## src/rtl/rxq_pkg.sv

```systemverilog
package rxq_pkg;
    localparam int LEN_W = 11;

    typedef enum logic [1:0] {
        RXM_IDLE = 2'd0,
        RXM_FILL = 2'd1,
        RXM_DROP = 2'd2
    } rx_mode_e;

    localparam logic [3:0] CLS_NONE     = 4'b0000;
    localparam logic [3:0] CLS_OVERRUN  = 4'b1000;
    localparam logic [3:0] CLS_OVERSIZE = 4'b1001;
    localparam logic [3:0] CLS_RUNT     = 4'b1011;
    localparam logic [3:0] CLS_ALIGN    = 4'b1100;
    localparam logic [3:0] CLS_CRC      = 4'b1101;
    localparam logic [3:0] CLS_DRIBBLE  = 4'b0010;
endpackage

```

## src/rtl/rxq_err_map.sv

```systemverilog
module rxq_err_map
    import rxq_pkg::*;
(
    input  logic [3:0] code_i,
    input  logic       lost_i,
    output logic [3:0] cls_o
);
    always_comb begin
        if (lost_i) begin
            cls_o = CLS_OVERRUN;
        end else begin
            unique case (code_i)
                CLS_OVERRUN, CLS_OVERSIZE, CLS_RUNT,
                CLS_ALIGN, CLS_CRC, CLS_DRIBBLE: cls_o = code_i;
                default:                         cls_o = CLS_NONE;
            endcase
        end
    end
endmodule

```

## src/rtl/rxq_status_fmt.sv

```systemverilog
module rxq_status_fmt
    import rxq_pkg::*;
(
    input  logic             have_i,
    input  logic             done_i,
    input  logic [3:0]       cls_i,
    input  logic [LEN_W-1:0] rem_i,
    output logic [15:0]      word_o
);
    logic ready;

    always_comb begin
        ready  = have_i && done_i;
        word_o = {~ready, (ready ? cls_i : 4'b0000), (have_i ? rem_i : {LEN_W{1'b0}})};
    end
endmodule

```

## src/rtl/rxq_status_queue.sv

```systemverilog
module rxq_status_queue
    import rxq_pkg::*;
#(
    parameter int MAX_PKTS   = 8,
    parameter int FIFO_BYTES = 1536
) (
    input  logic             clk,
    input  logic             rst_n,
    input  logic             rx_reset,
    input  logic             rx_start,
    input  logic             rx_byte,
    input  logic             rx_end,
    input  logic [3:0]       rx_err,
    input  logic [LEN_W-1:0] early_thresh,
    input  logic             host_rd,
    input  logic             host_discard,
    output logic [15:0]      status_word,
    output logic             diag_receiving,
    output logic             diag_stat_ovr,
    output logic             diag_rx_ovr,
    output logic             diag_rx_udr,
    output logic             rx_complete,
    output logic             rx_early,
    output logic             adapter_fail
);
    localparam int PTR_W = (MAX_PKTS > 1) ? $clog2(MAX_PKTS) : 1;
    localparam int CNT_W = $clog2(MAX_PKTS + 1);
    localparam int OCC_W = $clog2(FIFO_BYTES + 1);
    localparam logic [CNT_W-1:0] CNT_MAX = CNT_W'(MAX_PKTS);
    localparam logic [OCC_W-1:0] OCC_MAX = OCC_W'(FIFO_BYTES);

    typedef struct packed {
        logic [LEN_W-1:0] rem;
        logic             done;
        logic             lost;
        logic [3:0]       cls;
    } slot_t;

    typedef struct packed {
        slot_t [MAX_PKTS-1:0] slots;
        logic [PTR_W-1:0]     head;
        logic [CNT_W-1:0]     cnt;
        logic [OCC_W-1:0]     occ;
        rx_mode_e             mode;
        logic [LEN_W-1:0]     len;
        logic                 stat_ovr;
        logic                 rx_ovr;
        logic                 udr;
        logic                 early;
    } state_t;

    state_t st_q, st_d;

    function automatic logic [PTR_W-1:0] ring_add(input logic [PTR_W-1:0] p,
                                                  input logic [CNT_W-1:0] off);
        int s;
        s = (int'(p) + int'(off)) % MAX_PKTS;
        return PTR_W'(s);
    endfunction

    logic             have_head;
    logic             new_pkt, rej_pkt, filling;
    logic             byte_take, byte_lost, end_here;
    logic [PTR_W-1:0] tail_idx;
    logic             tail_lost;
    logic [3:0]       end_cls;
    logic [LEN_W-1:0] len_base, len_next;
    slot_t            head_q;

    always_comb begin
        have_head = (st_q.cnt != '0);
        head_q    = st_q.slots[st_q.head];
        new_pkt   = rx_start && (st_q.mode == RXM_IDLE) && (st_q.cnt != CNT_MAX);
        rej_pkt   = rx_start && (st_q.mode == RXM_IDLE) && (st_q.cnt == CNT_MAX);
        filling   = new_pkt || (st_q.mode == RXM_FILL);
        if (new_pkt)        tail_idx = ring_add(st_q.head, st_q.cnt);
        else if (have_head) tail_idx = ring_add(st_q.head, st_q.cnt - 1'b1);
        else                tail_idx = st_q.head;
        byte_take = filling && rx_byte && (st_q.occ != OCC_MAX);
        byte_lost = filling && rx_byte && (st_q.occ == OCC_MAX);
        end_here  = filling && rx_end;
        tail_lost = (new_pkt ? 1'b0 : st_q.slots[tail_idx].lost) | byte_lost;
        len_base  = new_pkt ? '0 : st_q.len;
        len_next  = (len_base == {LEN_W{1'b1}}) ? len_base : len_base + 1'b1;
    end

    rxq_err_map u_err_map (
        .code_i (rx_err),
        .lost_i (tail_lost),
        .cls_o  (end_cls)
    );

    always_comb begin
        st_d       = st_q;
        st_d.early = 1'b0;

        // receive side: start, then byte, then end
        if (new_pkt) begin
            st_d.slots[tail_idx] = '0;
            st_d.cnt             = st_q.cnt + 1'b1;
            st_d.mode            = RXM_FILL;
            st_d.len             = '0;
        end
        if (rej_pkt) begin
            st_d.mode = RXM_DROP;
        end
        if (byte_take) begin
            st_d.slots[tail_idx].rem = st_d.slots[tail_idx].rem + 1'b1;
            st_d.occ                 = st_q.occ + 1'b1;
            st_d.len                 = len_next;
            st_d.early               = (early_thresh != '0) && (len_next == early_thresh)
                                       && (len_base != early_thresh);
        end
        if (byte_lost) begin
            st_d.slots[tail_idx].lost = 1'b1;
        end
        if (end_here) begin
            st_d.slots[tail_idx].done = 1'b1;
            st_d.slots[tail_idx].cls  = end_cls;
            st_d.mode                 = RXM_IDLE;
        end
        if ((rej_pkt || st_q.mode == RXM_DROP) && rx_end) begin
            st_d.mode = RXM_IDLE;
        end

        // host side: discard wins over a same-cycle read
        if (host_discard) begin
            if (have_head) begin
                st_d.occ      = st_d.occ - OCC_W'(st_d.slots[st_q.head].rem);
                if (st_d.slots[st_q.head].rem != '0) st_d.rx_ovr = 1'b0;
                if (!st_d.slots[st_q.head].done && st_d.mode == RXM_FILL)
                    st_d.mode = RXM_DROP;
                st_d.head     = ring_add(st_q.head, CNT_W'(1));
                st_d.cnt      = st_d.cnt - 1'b1;
                st_d.stat_ovr = 1'b0;
            end
        end else if (host_rd) begin
            if (have_head && head_q.rem != '0) begin
                st_d.slots[st_q.head].rem = st_d.slots[st_q.head].rem - 1'b1;
                st_d.occ                  = st_d.occ - 1'b1;
                st_d.rx_ovr               = 1'b0;
            end else begin
                st_d.udr = 1'b1;
            end
        end

        // a limit hit in this cycle outranks a clear
        if (rej_pkt)   st_d.stat_ovr = 1'b1;
        if (byte_lost) st_d.rx_ovr   = 1'b1;

        if (rx_reset) begin
            st_d = '0;
        end
    end

    always_ff @(posedge clk or negedge rst_n) begin
        if (!rst_n) st_q <= '0;
        else        st_q <= st_d;
    end

    rxq_status_fmt u_status_fmt (
        .have_i (have_head),
        .done_i (head_q.done),
        .cls_i  (head_q.cls),
        .rem_i  (head_q.rem),
        .word_o (status_word)
    );

    assign diag_receiving = (st_q.mode == RXM_FILL);
    assign diag_stat_ovr  = st_q.stat_ovr;
    assign diag_rx_ovr    = st_q.rx_ovr;
    assign diag_rx_udr    = st_q.udr;
    assign rx_complete    = have_head && head_q.done;
    assign rx_early       = st_q.early;
    assign adapter_fail   = st_q.udr;

    // the record count never passes the packet limit
    a_r5_cnt_limit: assert property (@(posedge clk) disable iff (!rst_n)
        st_q.cnt <= CNT_MAX);

    // byte occupancy never passes the capacity
    a_r4_occ_limit: assert property (@(posedge clk) disable iff (!rst_n)
        st_q.occ <= OCC_MAX);

    // the over-read fault holds until a receive reset
    a_r6_udr_sticky: assert property (@(posedge clk) disable iff (!rst_n)
        (diag_rx_udr && !rx_reset) |=> diag_rx_udr);

    // while receiving there is a record to write into
    a_r7_fill_has_slot: assert property (@(posedge clk) disable iff (!rst_n)
        diag_receiving |-> (st_q.cnt != '0));

    // an empty queue reports bit 15 and a zero count
    a_r2_empty_word: assert property (@(posedge clk) disable iff (!rst_n)
        (st_q.cnt == '0) |-> (status_word[15] && status_word[10:0] == '0));

    // a complete head never shows bit 15
    a_r9_complete_word: assert property (@(posedge clk) disable iff (!rst_n)
        rx_complete |-> !status_word[15]);

    // a receive reset empties the queue and drops the fault
    a_r11_reset_clears: assert property (@(posedge clk) disable iff (!rst_n)
        rx_reset |=> (st_q.cnt == '0 && !diag_rx_udr && !diag_receiving));
endmodule

```

## config.mk

```make
export PLATFORM = sky130hd
export DESIGN_NAME = rxq_status_queue
export DESIGN_NICKNAME = d
export VERILOG_FILES = /design/src/rtl/rxq_pkg.sv /design/src/rtl/rxq_err_map.sv /design/src/rtl/rxq_status_fmt.sv /design/src/rtl/rxq_status_queue.sv
export SDC_FILE = /design/constraint.sdc
export NUM_CORES = 1
export LEC_CHECK = 0
export BUFFER_PORTS_ARGS = -buffer_cell sky130_fd_sc_hd__buf_2
export CAP_MARGIN = 25
export CORE_MARGIN = 3
export CORE_UTILIZATION = 37
export DETAILED_ROUTE_END_ITERATION = 12
export SYNTH_ARGS = -nofsm -noshare
export SYNTH_HDL_FRONTEND = slang
export SYNTH_SLANG_ARGS = --single-unit
```

## constraint.sdc

```tcl
create_clock -name clk -period 12.55 [get_ports clk]
set_input_delay 2.51 -clock clk [delete_from_list [all_inputs] [get_ports clk]]
set_output_delay 2.51 -clock clk [all_outputs]
set_load 0.05 [all_outputs]
```

# Yosys cells after proc, flatten, opt, wreduce, memory -nomap -nowiden
# Cells that the tools add are included.
[classes]
div = 0
shifts = 0
bitwise = 4
eq_ne = 20
n_mul = 0
n_reduce_logical = 36
n_addsub = 12
order_cmp = 4
muxes = 67
[ops]
columns = ["cell", "count"]
rows = [
  ["$mux W136", 7],
  ["$bwmux W136", 5],
  ["$demux W17 S3", 6],
  ["$bmux W17 S3", 4],
  ["$mux W171", 1],
  ["$and A136 B136 Y136", 1],
  ["$not A136 Y136", 1],
  ["$mux W17", 6],
  ["$mux W11", 8],
  ["$add A11 B1 Y11 const B", 3],
  ["$reduce_bool A11 Y1", 3],
  ["$eq A4 B4 Y1 const B", 6],
  ["$eq A11 B11 Y1 const B", 2],
  ["$sub A11 B1 Y11 const B", 2],
  ["$mux W20", 1],
  ["$mux W4", 5],
  ["$logic_and A1 B1 Y1", 15],
  ["$mux W2", 7],
  ["$mux W13", 1],
  ["$reduce_bool A4 Y1", 3],
  ["$eq A11 B11 Y1", 1],
  ["$ne A11 B11 Y1", 1],
  ["$ne A11 B11 Y1 const B", 1],
  ["$sub A11 B11 Y11", 1],
  ["29 further kinds", 52],
]
[totals]
latch_bits = 0
n_memories = 0
romBits = 0
in_bits = 23
reg_bits = 171
ram_bits = 0

# Logic depth before layout (Yosys ltp)
# Gate-level depths: netlist of run 1.
[depth]
word_depth = 29
ltp_mapped = 36
depth_no_buf = 30

# Modules after synthesis
# Synthesis of run 1 repeated with hierarchy kept, for this count alone.
[unflattened]
cells_unflattened = 1763
area_unflattened_um2 = 14340.0
[modules_own_cells]
columns = ["module", "area_each_um2", "seq_area_each_um2", "instances", "cells_per_inst"]
rows = [
  ["rxq_status_queue", 14152.3, 4279.1, 1, 1738],
  ["rxq_status_fmt", 122.6, 0.0, 1, 17],
  ["rxq_err_map", 65.1, 0.0, 1, 8],
]

# Worst setup path after synthesis of run 1
# OpenSTA, ideal clock, no wires.
[synth_timing]
path_type = "in2reg"
startpoint = "input port rx_start"
endpoint = "register st_q[26] (netlist name)"
n_path_buf = 3
stages = 28
setup_ps = 132
setup_slack_ps = 4114
t_required_ps = 12418
arrival_time_ps = 8304
path_cell_list = "or3b_1 buf_2 o2111a_2 nor3_1 o41ai_1 nor4_2 or3_4 inv_2 buf_2 ha_1 clkbuf_1 a22o_1 mux4_2 o21ai_0 ha_1 nor2b_1 o21ai_0 a21oi_1 o21ai_0 a21oi_1 o21ai_0 nand2b_1 a21o_1 a21oi_1 xor2_1 a21oi_1 a21oi_1 nor2_1"
[synth_rtl]
columns = ["element", "line", "rtl"]
rows = [
  ["from (decl)", "rxq_status_queue.sv:10", "input logic rx_start,"],
  ["to (signal assigned)", "rxq_status_queue.sv:158", "else st_q <= st_d;"],
  ["to (decl)", "rxq_status_queue.sv:52", "state_t st_q, st_d;"],
]

==> impl_results.md, run 1 <==
* Outcome: finished clean
* Logic gate share of total power at 75.2%
* Cells on worst reg2reg path at 32
* EDFF count, synth at 0
* Initial Util at 37.8%
* CP max stage cell: nand4_1
* Share of layout cells above drive strength 1 at 13.3%
* Post-Syn Area at 0.0147 mm²
* Flops & latches, synth at 171
* Worst hold path class: flop to flop
* Met3 Use GR at 8.91%
* Initial DRC Count at 2200
* Reg clk slew, reported paths at 0.08 ns
* Crit. End Element: flop
* Warnings, synthesis at 0
* Largest family of logic cells by synthesized area: compound AO/OA/AOI/OAI gates
* First-pass GRT wire length at 104000 µm
* Max Slew Vio Count at 0
* Final hold slack at 0.518 ns
* Post-CTS sizing at 0
* Final min period at 9.61 ns
* Multiplexer share of the synthesized area at 8.17%
* Sequential share of power at 14.1%
* Layout area overhead at 9.72%
* Part of the Yosys area used for sequential elements at 29.0%
* Synth area leaders: dfrtp_1 (29%), nand2_1 (6.1%), mux4_2 (5.5%)
* Worst slew pin tran at 1.14 ns
* IO buf count at 45
* Clk network pwr share at 10.7%
* Hold Violations, Final at 0
* Synth Area in Compound Gates at 26.5%
* GRT Residual Overflow at 0
* Dpl cells at 2302
* Most common cell after layout, fill and taps aside: nand2_1
* Skew-Pair Late Insertion Delay at 0.49 ns
* Sw Ratio at 60.8%
* DR pass1 iterations at 6
* Adder-Cell Fraction of Synth Area at 2.39%
* H-Tree Depth at 4
* Clock sink count at 171
* Primary FF master, synth: dfrtp_1
* # DRC at 0
* Asr flop ratio synth at 100%
* Critical path required time at 12.89 ns
* Die height at 206 µm
* Max-cap viol count at 0
* Worst Skew at 0.0202 ns
* HP Start: adapter_fail
* Cts bufs inserted at 17
* Most used cell along the critical path: a21oi_1
* Remaining antenna violation count at 0
* Post-DP HPWL at 50300 µm
* Tcrit/Tclk final at 76.6%
* Critical Path Max Stage Delay at 0.79 ns
* Drt via density at 6.87
* Crit path arrival time at 9.96 ns
* Hold EP: adapter_fail
* Hold depth at 2
* Largest net degree at the start of global routing at 93
* Synthesized instance count at 1821
* Simple-gate share of the synthesized area at 24.4%
* Most frequent cells in the layout: nand2_1 (241), nor2_1 (205), dfrtp_1 (169), a21oi_1 (131), a211oi_1 (84)
* Mapped Avg Cell Area at 8.10 µm²
* Maximum fanout along the worst path at 14
* Clk buf depth at 2
* FF-to-FF End: st_q[26]
* Grt peak-use layer: met2
* Root Buffer: clkbuf_16
* Gp weighted congestion at 1.02
* Fill count at 3937
* Antenna violations before repair at 2
* Setup crit start kind: input port
* Met2 Usage GRT at 49.6%
* Final WL at 71200 µm
* Area share of the leading cell type in the synthesized netlist at 29.0%
* R2R setup slack at 3.54 ns
* Power per cell area at 325 mW/mm²
* FP Rows at 72
* Core ar. at 0.0390 mm²
* Vias at 16046
* Biggest area consumer among synthesized cells: dfrtp_1
* Worst path top cell family by delay: compound AO/OA/AOI/OAI gates
* Switching power at 3.20 mW
* Fin util at 41.5%
* Fmax at 0.104 GHz
* RR Startpoint: st_q[33]
* WL per Instance at 30.5 µm
* IO Count at 46
* Number of hold buffers added after cts at 0
* CP bufs+invs at 2
* Total track usage at 33.6%
* P_int at 2.06 mW
* Netlist cell types at 105
* Full die area at 0.0423 mm²
* Setup Viol. Count Final at 0
* Slew headroom at 23.4%
* Final std cells w/o fill at 2336
* Crit path kind: input port to flop
* Post-CTS Setup Bufs at 0
* Placement Setup Slack at 2.68 ns
* Static leakage at 6.12 nW
* Die Wd at 206 µm
* Post-Synth XOR/XNOR Area at 4.79%
* Synthesized Nets at 1871
* Grt met1 use at 44.3%
* Slack of the critical path at 2.94 ns
* VDD IR max at 211 µV
* RSZ-0062 raised after global routing: no
* Number of global-route vias before repair at 15356
* Nets@finish at 1854
* Total Neg Setup Slack at 0 ns
* CTS tree: built
[routing by layer]
metal | vias to the layer above | wire [µm]
li1 | 6818 | -
met1 | 7862 | 28000
met2 | 1090 | 30200
met3 | 274 | 8130
met4 | 2 | 4780
met5 | - | 13
[cells in the mapped netlist (8+ instances only)]
master,count
nand2_1,241
nand3_1,60
a21o_1,8
and2_1,14
inv_1,36
a311oi_1,9
o22ai_1,18
xnor2_1,43
o31ai_1,14
nand2b_1,17
o21ai_0,70
mux2i_1,36
clkbuf_1,106
a32oi_1,18
nor2_1,212
a21oi_1,131
buf_2,15
or3_1,11
a22oi_1,39
xor2_1,27
o211ai_1,13
and3_1,24
nor2b_1,15
nor3_1,51
nand4_1,31
a221oi_1,26
nor4_1,15
ha_1,25
a211oi_1,85
dfrtp_1,171
buf_1,15
a31oi_1,18
mux4_2,36
[layout make-up]
class	count	area, µm²	area share [%]
Sequential cell	171	4280	26.5
Clock inverter	13	149	0.920
Antenna cell	1	2.50	0.0155
Tap cell	518	648	4.01
Clock buffer	19	453	2.80
Inverter	37	139	0.859
Timing Repair Buffer	104	696	4.30
Multi-Input combinational cell	1473	9800	60.6
[state kept, by name (all words and copies together) (netlist names)]
signal         flops
adapter_fail       1
diag_rx_ovr        1
diag_stat_ovr      1
rx_early           1
st_q             167
[per-stage QoR]
stage / instance area, µm² / total power, mW
after CTS: 16200 / 5.10
after global routing: 16200 / 5.50
after floorplan: 14700 / 3.23
after global placement: 15500 / 4.53
final: 16200 / 5.26
after detailed placement: 15600 / 4.52
[tightest hold or removal path: cells and delay by family, from the launching register on]
kind / cells / cell delay (ns)
DFF: 1 / 0.36
and+or+nand+nor: 1 / 0.07
AOI/OAI and AO/OA: 1 / 0.05
[power by group through the flow]
stage	registers (mW)	logic, mW	clock network (mW)
after floorplan	0.674	2.56	0
after global placement	0.745	3.79	0
after detailed placement	0.745	3.78	0
after CTS	0.735	3.79	0.571
after global routing	0.747	4.15	0.597
final	0.741	3.95	0.562
[kinds of logic after synthesis]
| kind of cell | after synthesis |
|---|---|
| adders and majority gates | 27 |
| muxes | 75 |
| and+or+nand+nor | 745 |
| buffers and inverters | 177 |
| AOI/OAI and AO/OA | 551 |
| DFF | 171 |
| xor gates and xnor gates | 75 |
[worst max-delay path by stage]
| stage | start | endpoint | slack (ns) | depth (start not counted) |
|---|---|---|---|---|
| floorplan | rx_start | st_q[26] | 4.11 | 28 |
| global placement | rx_start | st_q[26] | 2.81 | 27 |
| global route | rx_start | st_q[26] | 2.31 | 27 |
| finish | rx_start | st_q[26] | 2.94 | 27 |
| CTS | rx_start | st_q[26] | 3.17 | 27 |
| detailed placement | rx_start | st_q[26] | 2.68 | 27 |
No activity file was read; power rests on OpenSTA's default activity.
==> inputs of run 2 (changes only) <==
Settings changed: ABC_AREA set to 1.
Clock period 12.55 ns to 7.9 ns, I/O delays scaled along.
==> run 2 against run 1 <==
Flip-flop and latch count stayed put. Clock skew is 0.0072 ns lower. Global-route usage is 2.6 points lower. Non-clock buffer count is 4 higher. First-iteration DRC count is 13% lower. Setup slack worse by 2.4 ns. Synthesized cell count is 25% higher. Critical path depth is 14 higher. Cell area is 0.83% lower. Clock-buffer cell count is 2 higher. Cell count is 21% higher. Highest routed layer is now met4.
==> impl_results.md, run 2 <==
* Outcome: finished clean
* Total track usage at 30.9%
* FF+latch area at 0.00428 mm²
* Primary FF master, synth: dfrtp_1
* Root Buffer: clkbuf_16
* Clk buf depth at 2
* Fmax at 0.136 GHz
* Final hold slack at 0.514 ns
* Post-CTS Setup Bufs at 0
* CP max stage cell: nand4_2
* Share of layout cells above drive strength 1 at 10.9%
* Final WL at 64700 µm
* IO Count at 46
* Most frequent cells in the layout: nand2_1 (557), inv_1 (295), nand3_1 (195), o21ai_0 (190), nor2_1 (182)
* Warnings, synthesis at 0
* Final min period at 7.37 ns
* Antenna violations before repair at 0
* Worst hold path class: flop to flop
* Biggest area consumer among synthesized cells: dfrtp_1
* DR pass1 iterations at 6
* Post-CTS sizing at 0
* Synth area leaders: dfrtp_1 (30%), nand2_1 (14%), inv_1 (7.7%)
* Skew-Pair Late Insertion Delay at 0.46 ns
* Most common cell after layout, fill and taps aside: nand2_1
* Remaining antenna violation count at 0
* Die Wd at 204 µm
* Reg clk slew, reported paths at 0.07 ns
* Setup Viol. Count Final at 0
* Vias at 16333
* Crit path arrival time at 7.77 ns
* Critical path required time at 8.30 ns
* Netlist cell types at 56
* EDFF count, synth at 0
* Total Neg Setup Slack at 0 ns
* Part of the Yosys area used for sequential elements at 29.5%
* Max Slew Vio Count at 0
* Placement Setup Slack at 0.306 ns
* Mapped Avg Cell Area at 6.37 µm²
* Slew headroom at 30.6%
* Asr flop ratio synth at 100%
* Crit. End Element: flop
* Layout area overhead at 10.7%
* Drt via density at 5.79
* Count leader, synth: nand2_1
* Core ar. at 0.0381 mm²
* Maximum fanout along the worst path at 12
* Initial DRC Count at 1913
* Max-cap viol count at 0
* Synthesized Nets at 2324
* CTS tree: built
* Worst Skew at 0.0131 ns
* Largest register FFs at 167
* Hold Violations, Final at 0
* Crit path kind: input port to flop
* IO buf count at 45
* Most used cell along the critical path: nor2_1
* Slack of the critical path at 0.534 ns
* Post-DP HPWL at 45800 µm
* Worst slew pin tran at 1.04 ns
* FP Rows at 71
* RSZ-0062 raised after global routing: no
* Critical Path Max Stage Delay at 0.53 ns
* Setup crit start kind: input port
* # DRC at 0
* Gp weighted congestion at 1.05
* Clock sink count at 171
* Tcrit/Tclk final at 93.2%
* Die height at 204 µm
* Post-synth top cells: nand2_1 (557), inv_1 (296), nand3_1 (195)
* Area share of the leading cell type in the synthesized netlist at 29.5%
* Area occupied by multi-input gates at 0.00852 mm²
* Top reg by flops: st_q
* GRT Residual Overflow at 0
* WL per Instance at 23.0 µm
* First-pass GRT wire length at 96400 µm
* Largest net degree at the start of global routing at 111
* Initial Util at 38.0%
* Number of global-route vias before repair at 15381
* Nets@finish at 2345
* Fill count at 4090
* Cts bufs inserted at 17
* Number of hold buffers added after cts at 0
* Full die area at 0.0416 mm²
* Flops & latches, synth at 171
* Synthesized instance count at 2274
* H-Tree Depth at 4
* Post-Syn Area at 0.0145 mm²
run 2: changes by cell type in the layout (fill, tap and decap cells not counted), moves of 26 or more:
cell / before / now
a211oi_1: 84 / 10
a21oi_1: 131 / 169
a22oi_1: 39 / 0
inv_1: 36 / 295
mux2i_1: 36 / 0
mux4_2: 36 / 0
nand2_1: 241 / 557
nand2_2: 0 / 26
nand3_1: 60 / 195
o21ai_0: 69 / 190
o21ai_1: 7 / 59
xnor2_1: 43 / 6
run 2: stage by stage:
step | utilization, % | cells | cell area [µm²]
after floorplan | - | 2274 | 14500
after global routing | 42.1 | 2819 | 16000
after global placement | 40.3 | 2787 | 15300
final | 42.1 | 2820 | 16000
after CTS | 42.1 | 2819 | 16000
after detailed placement | 40.3 | 2787 | 15300
run 2: final timing paths:
kind	end	slack (ns)	startpoint	depth (start not counted)
max in group asynchronous	st_q[78]	5.29	rst_n	2
worst max register to register	st_q[26]	0.79	st_q[29]	43
worst min-delay path	diag_rx_ovr	0.51	diag_rx_ovr	2
min in group asynchronous	st_q[154]	1.20	rst_n	1
worst min register to register	diag_rx_ovr	0.51	diag_rx_ovr	2
worst max-delay path	st_q[26]	0.53	rx_start	41
run 2: cells by family (layout without fill, tap and decap cells):
family                     count (synthesis)  after routing  share of synthesized area (%)
AOI/OAI and AO/OA                        528            528                           20.4
xor gates and xnor gates                  41             41                           2.66
adders and majority gates                 27             27                           2.44
buffers and inverters                    425            459                           11.7
DFF                                      171            171                           29.5
other                                      0              1                              0
and+or+nand+nor                         1082           1082                           33.2
run 2: critical path, delay by kind of cell:
family	cells	cell delay, ns
buf+inv	4	0.46
compound gates	3	0.75
xor+xnor	1	0.13
fa+ha+maj	2	0.63
simple gates	31	4.18
run 2: final cells by class:
cell class	count	area share (%)
Antenna cell	1	0.0156
Clock buffer	21	2.81
Clock inverter	11	1.50
Inverter	319	7.46
Multi-Input combinational cell	1678	53.1
Sequential cell	171	26.7
Tap cell	511	3.99
Timing Repair Buffer	108	4.42
run 2: layer usage:
layer  vias up  share of wire, %  GRT usage, %
met3       261                11          7.66
met2      1033                42          46.4
met1      7542                40          40.3
met5         -                 0             0
li1       7497                 -             -
met4         0               6.7          18.6
Power of run 2 is left out: the tool's default activity adds up to more than one toggle a clock period on the data nets, which glitch-free logic cannot reach.
